===== src/rtl/wnb_pkg.sv =====
// Shared types for the wide-to-narrow width adapter.
// Assumes nothing beyond a single clock domain.
package wnb_pkg;
    // Sequencer states of the adapter
    typedef enum logic [2:0] {
        ST_IDLE,    // waiting for a master request
        ST_ISSUE,   // presenting a slave access for the current half
        ST_RDWAIT,  // waiting for the slave read data of that half
        ST_ACK,     // releasing master waitrequest for one cycle
        ST_RESP     // pulsing master readdatavalid after a read
    } wnb_state_e;
endpackage


===== src/rtl/wnb_lane_pick.sv =====
// Picks the lowest pending half of a wide access and returns the pending
// set with that half removed. Purely combinational.
// Assumes IW is wide enough to index LANES halves.
module wnb_lane_pick #(
    parameter int LANES = 2,
    parameter int IW    = 1
) (
    input  logic [LANES-1:0] pend,
    output logic [IW-1:0]    idx,
    output logic [LANES-1:0] rest
);
    // Lowest-set-bit priority search over the pending halves
    always_comb begin
        idx = '0;
        for (int i = LANES - 1; i >= 0; i--) begin
            if (pend[i]) idx = IW'(i);
        end
        rest = pend & ~(LANES'(1) << idx);
    end
endmodule


===== src/rtl/wnb_slv_cmd.sv =====
// Forms the narrow slave address, mask and write data for one half of the
// captured wide access. Combinational.
// Assumes base is the wide byte address already converted to narrow words.
module wnb_slv_cmd #(
    parameter int LANES = 2,
    parameter int LW    = 16,
    parameter int SBW   = 2,
    parameter int SAW   = 31,
    parameter int IW    = 1,
    localparam int MBW  = LANES * SBW,
    localparam int MDW  = LANES * LW
) (
    input  logic [SAW-1:0] base,
    input  logic [IW-1:0]  idx,
    input  logic [MBW-1:0] mask,
    input  logic [MDW-1:0] wdata,
    output logic [SAW-1:0] s_addr,
    output logic [SBW-1:0] s_be,
    output logic [LW-1:0]  s_wd
);
    // Slice the captured mask and data by the selected half
    always_comb begin
        s_addr = base + SAW'(idx);
        s_be   = mask[idx*SBW +: SBW];
        s_wd   = wdata[idx*LW +: LW];
    end
endmodule


===== src/rtl/wnb_rd_merge.sv =====
// Holds one narrow word per half of the wide read response. All lanes
// clear at the start of a transaction, so lanes never read stay zero.
// Assumes at most one load per cycle.
module wnb_rd_merge #(
    parameter int LANES = 2,
    parameter int LW    = 16,
    parameter int IW    = 1
) (
    input  logic             clk,
    input  logic             rst_n,
    input  logic             clr,
    input  logic             load,
    input  logic [IW-1:0]    idx,
    input  logic [LW-1:0]    word,
    output logic [LANES*LW-1:0] data
);
    logic [LW-1:0] lane_q [LANES];

    for (genvar g = 0; g < LANES; g++) begin : g_lane
        // Capture the returned narrow word into its own lane
        always_ff @(posedge clk) begin
            if (!rst_n || clr) begin
                lane_q[g] <= '0;
            end else if (load && (idx == IW'(g))) begin
                lane_q[g] <= word;
            end
        end
        assign data[g*LW +: LW] = lane_q[g];
    end
endmodule


===== src/rtl/mem_width_bridge.sv =====
// Wide-to-narrow memory width adapter. Splits each wide master access into
// one narrow slave access per active half, in ascending order, and merges
// narrow read data into one wide response.
// Assumes: master addresses are aligned to M_DW/8 bytes, read and write are
// not requested together (read wins), and the master holds its request
// while waitrequest is high.
module mem_width_bridge
    import wnb_pkg::*;
#(
    parameter int M_DW  = 32,
    parameter int S_DW  = 16,
    parameter int M_AW  = 32,
    localparam int M_BEW = M_DW / 8,
    localparam int S_BEW = S_DW / 8,
    localparam int S_AW  = M_AW - $clog2(S_BEW)
) (
    input  logic             clk,
    input  logic             rst_n,
    input  logic [M_AW-1:0]  m_address,
    input  logic             m_read,
    input  logic             m_write,
    input  logic [M_BEW-1:0] m_byteenable,
    input  logic [M_DW-1:0]  m_writedata,
    output logic             m_waitrequest,
    output logic [M_DW-1:0]  m_readdata,
    output logic             m_readdatavalid,
    output logic [S_AW-1:0]  s_address,
    output logic             s_read,
    output logic             s_write,
    output logic [S_BEW-1:0] s_byteenable,
    output logic [S_DW-1:0]  s_writedata,
    input  logic             s_waitrequest,
    input  logic [S_DW-1:0]  s_readdata,
    input  logic             s_readdatavalid
);
    localparam int LANES = M_DW / S_DW;
    localparam int SHIFT = $clog2(S_BEW);
    localparam int IW    = (LANES > 1) ? $clog2(LANES) : 1;

    wnb_state_e       st_q;
    logic             op_rd_q;
    logic [S_AW-1:0]  base_q;
    logic [M_BEW-1:0] mask_q;
    logic [M_DW-1:0]  wdata_q;
    logic [LANES-1:0] pend_q;

    logic [LANES-1:0] half_act;
    logic [IW-1:0]    lane_idx;
    logic [LANES-1:0] pend_rest;
    logic             req;
    logic             mrg_clr;
    logic             mrg_load;

    assign req = m_read || m_write;

    for (genvar g = 0; g < LANES; g++) begin : g_act
        assign half_act[g] = |m_byteenable[g*S_BEW +: S_BEW];
    end

    wnb_lane_pick #(.LANES(LANES), .IW(IW)) pick_i (
        .pend (pend_q),
        .idx  (lane_idx),
        .rest (pend_rest)
    );

    wnb_slv_cmd #(
        .LANES(LANES), .LW(S_DW), .SBW(S_BEW), .SAW(S_AW), .IW(IW)
    ) cmd_i (
        .base   (base_q),
        .idx    (lane_idx),
        .mask   (mask_q),
        .wdata  (wdata_q),
        .s_addr (s_address),
        .s_be   (s_byteenable),
        .s_wd   (s_writedata)
    );

    assign mrg_clr  = (st_q == ST_IDLE) && req;
    assign mrg_load = (st_q == ST_RDWAIT) && s_readdatavalid;

    wnb_rd_merge #(.LANES(LANES), .LW(S_DW), .IW(IW)) merge_i (
        .clk   (clk),
        .rst_n (rst_n),
        .clr   (mrg_clr),
        .load  (mrg_load),
        .idx   (lane_idx),
        .word  (s_readdata),
        .data  (m_readdata)
    );

    // Capture the master request when a new transaction starts
    always_ff @(posedge clk) begin
        if (!rst_n) begin
            op_rd_q <= 1'b0;
            base_q  <= '0;
            mask_q  <= '0;
            wdata_q <= '0;
        end else if (st_q == ST_IDLE && req) begin
            op_rd_q <= m_read;
            base_q  <= m_address[M_AW-1:SHIFT];
            mask_q  <= m_byteenable;
            wdata_q <= m_writedata;
        end
    end

    // Sequence the halves: issue, wait for read data, acknowledge, respond
    always_ff @(posedge clk) begin
        if (!rst_n) begin
            st_q   <= ST_IDLE;
            pend_q <= '0;
        end else begin
            case (st_q)
                ST_IDLE: begin
                    if (req) begin
                        pend_q <= half_act;
                        st_q   <= (|half_act) ? ST_ISSUE : ST_ACK;
                    end
                end
                ST_ISSUE: begin
                    if (!s_waitrequest) begin
                        if (op_rd_q) begin
                            st_q <= ST_RDWAIT;
                        end else begin
                            pend_q <= pend_rest;
                            st_q   <= (|pend_rest) ? ST_ISSUE : ST_ACK;
                        end
                    end
                end
                ST_RDWAIT: begin
                    if (s_readdatavalid) begin
                        pend_q <= pend_rest;
                        st_q   <= (|pend_rest) ? ST_ISSUE : ST_ACK;
                    end
                end
                ST_ACK:  st_q <= op_rd_q ? ST_RESP : ST_IDLE;
                ST_RESP: st_q <= ST_IDLE;
                default: st_q <= ST_IDLE;
            endcase
        end
    end

    // Drive the handshake outputs from the sequencer state
    always_comb begin
        m_waitrequest   = (st_q != ST_ACK);
        m_readdatavalid = (st_q == ST_RESP);
        s_read          = (st_q == ST_ISSUE) && op_rd_q;
        s_write         = (st_q == ST_ISSUE) && !op_rd_q;
    end


    req_aligned_chk: assert property (@(posedge clk) disable iff (!rst_n)
        req |-> ((m_address & M_AW'(M_BEW - 1)) == '0));


    slv_hold_chk: assert property (@(posedge clk) disable iff (!rst_n)
        ((s_read || s_write) && s_waitrequest) |=>
            (s_read == $past(s_read)) && (s_write == $past(s_write)) &&
            $stable(s_address) && $stable(s_byteenable) && $stable(s_writedata));


    ack_pulse_chk: assert property (@(posedge clk) disable iff (!rst_n)
        !m_waitrequest |=> m_waitrequest);


    one_rd_chk: assert property (@(posedge clk) disable iff (!rst_n)
        (s_read && !s_waitrequest) |=> !s_read);


    single_rvalid_chk: assert property (@(posedge clk) disable iff (!rst_n)
        m_readdatavalid |=> !m_readdatavalid);


    no_empty_wr_chk: assert property (@(posedge clk) disable iff (!rst_n)
        s_write |-> (s_byteenable != '0));
endmodule


===== config.mk =====
export PLATFORM = sky130hd
export DESIGN_NAME = mem_width_bridge
export DESIGN_NICKNAME = d
export VERILOG_FILES = /design/src/rtl/wnb_pkg.sv /design/src/rtl/wnb_lane_pick.sv /design/src/rtl/wnb_slv_cmd.sv /design/src/rtl/wnb_rd_merge.sv /design/src/rtl/mem_width_bridge.sv
export SDC_FILE = /design/constraint.sdc
export NUM_CORES = 1
export LEC_CHECK = 0
export BUFFER_PORTS_ARGS = -buffer_cell sky130_fd_sc_hd__buf_2
export CAP_MARGIN = 0
export CORE_MARGIN = 10
export CORE_UTILIZATION = 50
export CTS_CLUSTER_DIAMETER = 100
export CTS_CLUSTER_SIZE = 12
export DETAILED_ROUTE_END_ITERATION = 16
export PLACE_DENSITY_LB_ADDON = 0.12
export SLEW_MARGIN = 20
export SYNTH_ARGS = -nofsm -noshare
export SYNTH_HDL_FRONTEND = slang
export SYNTH_SLANG_ARGS = --single-unit

===== constraint.sdc =====
create_clock -name clk -period 5.4 [get_ports clk]
set_input_delay 1.35 -clock clk [delete_from_list [all_inputs] [get_ports clk]]
set_output_delay 1.35 -clock clk [all_outputs]
set_load 0.05 [all_outputs]

==> results.cfg <==
[outcome]
outcome = completed

[worst_setup_path]
critPathRequiredTime_ps = 4050
endpoint_kind = output port
worstPathArrival_ps = 2750
critical_path_class = reg2out
start_kind = flop
path_max_fanout = 6

[floorplanning]
rows = 35
io_pins = 175
core_area_um2 = 9240
die_h_um = 118
die-area_um2 = 13800
fp.dieW_um = 118
initial_core_util = 0.514

[placed_design]
dp_hpwl_um = 9240
pre_cts_ws_ps = 1700
portBuffers = 173
gp_congestion = 0.781

[finish]
seq_area_um2 = 2420
fillerInstances = 843
multi_input_area_um2 = 2160
antennaDiodeCount = 0
nNetsFinal = 765
drive_gt1_frac = 0.335
area_growth_pct = 23.1

[global_route]
grt_max_degree = 53
grt_pass1_vias = 4132
gr-usage-all-layers = 0.173
gr-total-overflow = 0
grt_pass1_wl_um = 20300
antenna_found_initial = 0

[detailed_routing]
ant_nets = 0
first_iter_violations = 201
drc_errors = 0
drt-total-wl_um = 12500
vias_per_cell = 5.10
vias = 4115
wire_per_inst_um = 15.5
dr.pass1.iters = 4

[cts]
holdBufCountCts = 0
clock_path_buffers = 2
clk_latency_ps = 360
htree_levels = 3
path_clk_slew_ps = 110
numClockSinks = 105
cts_buffers = 9
post_cts_buffers = 0
cts_tree = done
post_cts_resized = 0
cts_root_buffer = clkbuf_8

[logic_synthesis]
synth.cell_area_um2 = 4750
synth_fa_ha_area_frac = 0.00526
synth-seq-cells = 105
synthMuxAreaShare = 0.0426
synth_top_area_cell = dfxtp_1
netlist_instances = 515
synthesis.area_per_instance_um2 = 9.23
ys_seq_area_frac = 0.510
synth.most_common_cell = nand2_1
synth-xor-area-share = 0.0553
ys.warnings.count = 0
ys_top_cells_by_count = 145 x nand2_1, 73 x dfxtp_1, 68 x a21oi_1
syn_nets = 607
synth_edf_count = 32
synth_area_leaders = dfxtp_1 31%, edfxtp_1 20%, nand2_1 11%
synthArstFlopShare = 0
yosys.area_share.simple = 0.260
synth_top_family_by_area = simple AND/OR/NAND/NOR gates
synth_top_area_frac = 0.307
synth_compound_area_frac = 0.0900
synth.distinct_cells = 48
synth_ff_type = dfxtp_1

[pwr]
p_per_area_nw_per_um2 = 449
power.internal_mw = 1.43
combPwrFrac = 0.412
p_leak_nw = 2.59
irDropWorstVdd_mv = 0.233
clock_power_share = 0.180
power.switching_mw = 1.20
pwr-share-seq = 0.408
switching_share = 0.455

[timing]
drv_slew = 0
hold_viol = 0
finalCritPeriodShare = 0.759
rsz0062_at_grt = no
timing.fmax_ghz = 0.244
setup_ws_ps = 1300
final.setup.tns_ps = 0
fin_worst_skew_ps = 16.8
setup_viol = 0
tightest_slew_ps = 825
max-slew-margin-rel = 0.447
finalCriticalPeriod_ps = 4100

[job]
maxCapViolations = 0

[worst_hold_path]
min_path_type = reg2reg
flip-flops by register name, indices dropped and copies added (netlist names):
register        count
st_q                3
mask_q              4
op_rd_q             1
pend_q              2
merge_i.lane_q     32
base_q             31
wdata_q            32
routing by layer:
layer  vias up  part of all wire  global-route usage
li1       2068                 -                   -
met1      1900              0.43               0.214
met2       135              0.48               0.284
met3        12             0.081              0.0556
met4         0            0.0091              0.0410
met5         -                 0                   0
layout make-up:
| cell class | instances | area share |
|---|---|---|
| clock inverters | 7 | 0.0122 |
| flip-flops and latches | 105 | 0.414 |
| well taps | 129 | 0.0276 |
| multi-input cells | 377 | 0.370 |
| inverters | 3 | 0.00192 |
| repair buffers | 177 | 0.153 |
| clock buffers | 9 | 0.0212 |
worst max-delay path, stage by stage (launching register included):
cell and delay [ps]:
dfxtp_1 370, nor2b_2 200, ha_1 210, ha_1 210, nand4_1 270, nor3_2 400
nand4_1 210, xnor2_1 230, buf_2 300
power by group through the flow:
stage                     Sequential (mW)  Clock [mW]  Combinational, mW
after floorplan                      1.23           0              0.717
after global placement               1.08           0               1.08
after detailed placement             1.09           0               1.09
after CTS                            1.07       0.487               1.09
after global routing                 1.09       0.514               1.16
final                                1.07       0.474               1.08
kinds of logic (layout without fill, tap and decap cells):
logic type,after synthesis,in the layout
multiplexers,18,18
buffers and inverters,33,196
AND/OR/NAND/NOR,247,247
flip-flops,105,105
AO/OA/AOI/OAI,80,80
XOR/XNOR,30,30
adder cells (fa/ha/maj),2,2
metrics by stage:
| step | power (mW) | util | cell area, µm² | hold slack (ps) | instances |
|---|---|---|---|---|---|
| after floorplan | 1.94 | - | 4750 | 433 | 515 |
| after global placement | 2.16 | 0.612 | 5660 | 438 | 791 |
| after detailed placement | 2.18 | 0.612 | 5660 | 443 | 791 |
| after CTS | 2.65 | 0.633 | 5850 | 460 | 807 |
| after global routing | 2.77 | 0.633 | 5850 | 474 | 807 |
| final | 2.63 | 0.633 | 5850 | 459 | 807 |
cells in the final DEF, fill, tap and decap left out, types with 3 or more instances in the layout:
cell / netlist / layout
xnor2_1: 25 / 25
nand4_1: 12 / 12
nand3_1: 12 / 12
buf_4: 3 / 4
dfxtp_1: 73 / 73
a21oi_1: 68 / 68
and2_1: 32 / 32
nand4b_1: 3 / 3
nand3b_1: 4 / 4
mux2_2: 18 / 18
clkbuf_8: 0 / 9
nor3_2: 4 / 4
and3_1: 4 / 4
buf_2: 10 / 173
inv_6: 0 / 3
nor3_1: 4 / 4
xor2_1: 5 / 5
edfxtp_1: 32 / 32
nand2_1: 145 / 145
nor2_1: 7 / 7
worst paths after layout:
| kind | from | endpoint | slack [ps] | depth (start not counted) |
|---|---|---|---|---|
| worst max-delay path | pend_q[1] | s_address[30] | 1300 | 8 |
| worst min-delay path | wdata_q[21] | wdata_q[21] | 460 | 2 |
| worst max register to register | st_q[1] | merge_i.lane_q[0][9] | 3030 | 3 |
| worst min register to register | wdata_q[21] | wdata_q[21] | 460 | 2 |
Power figures use the tool's default switching activity.
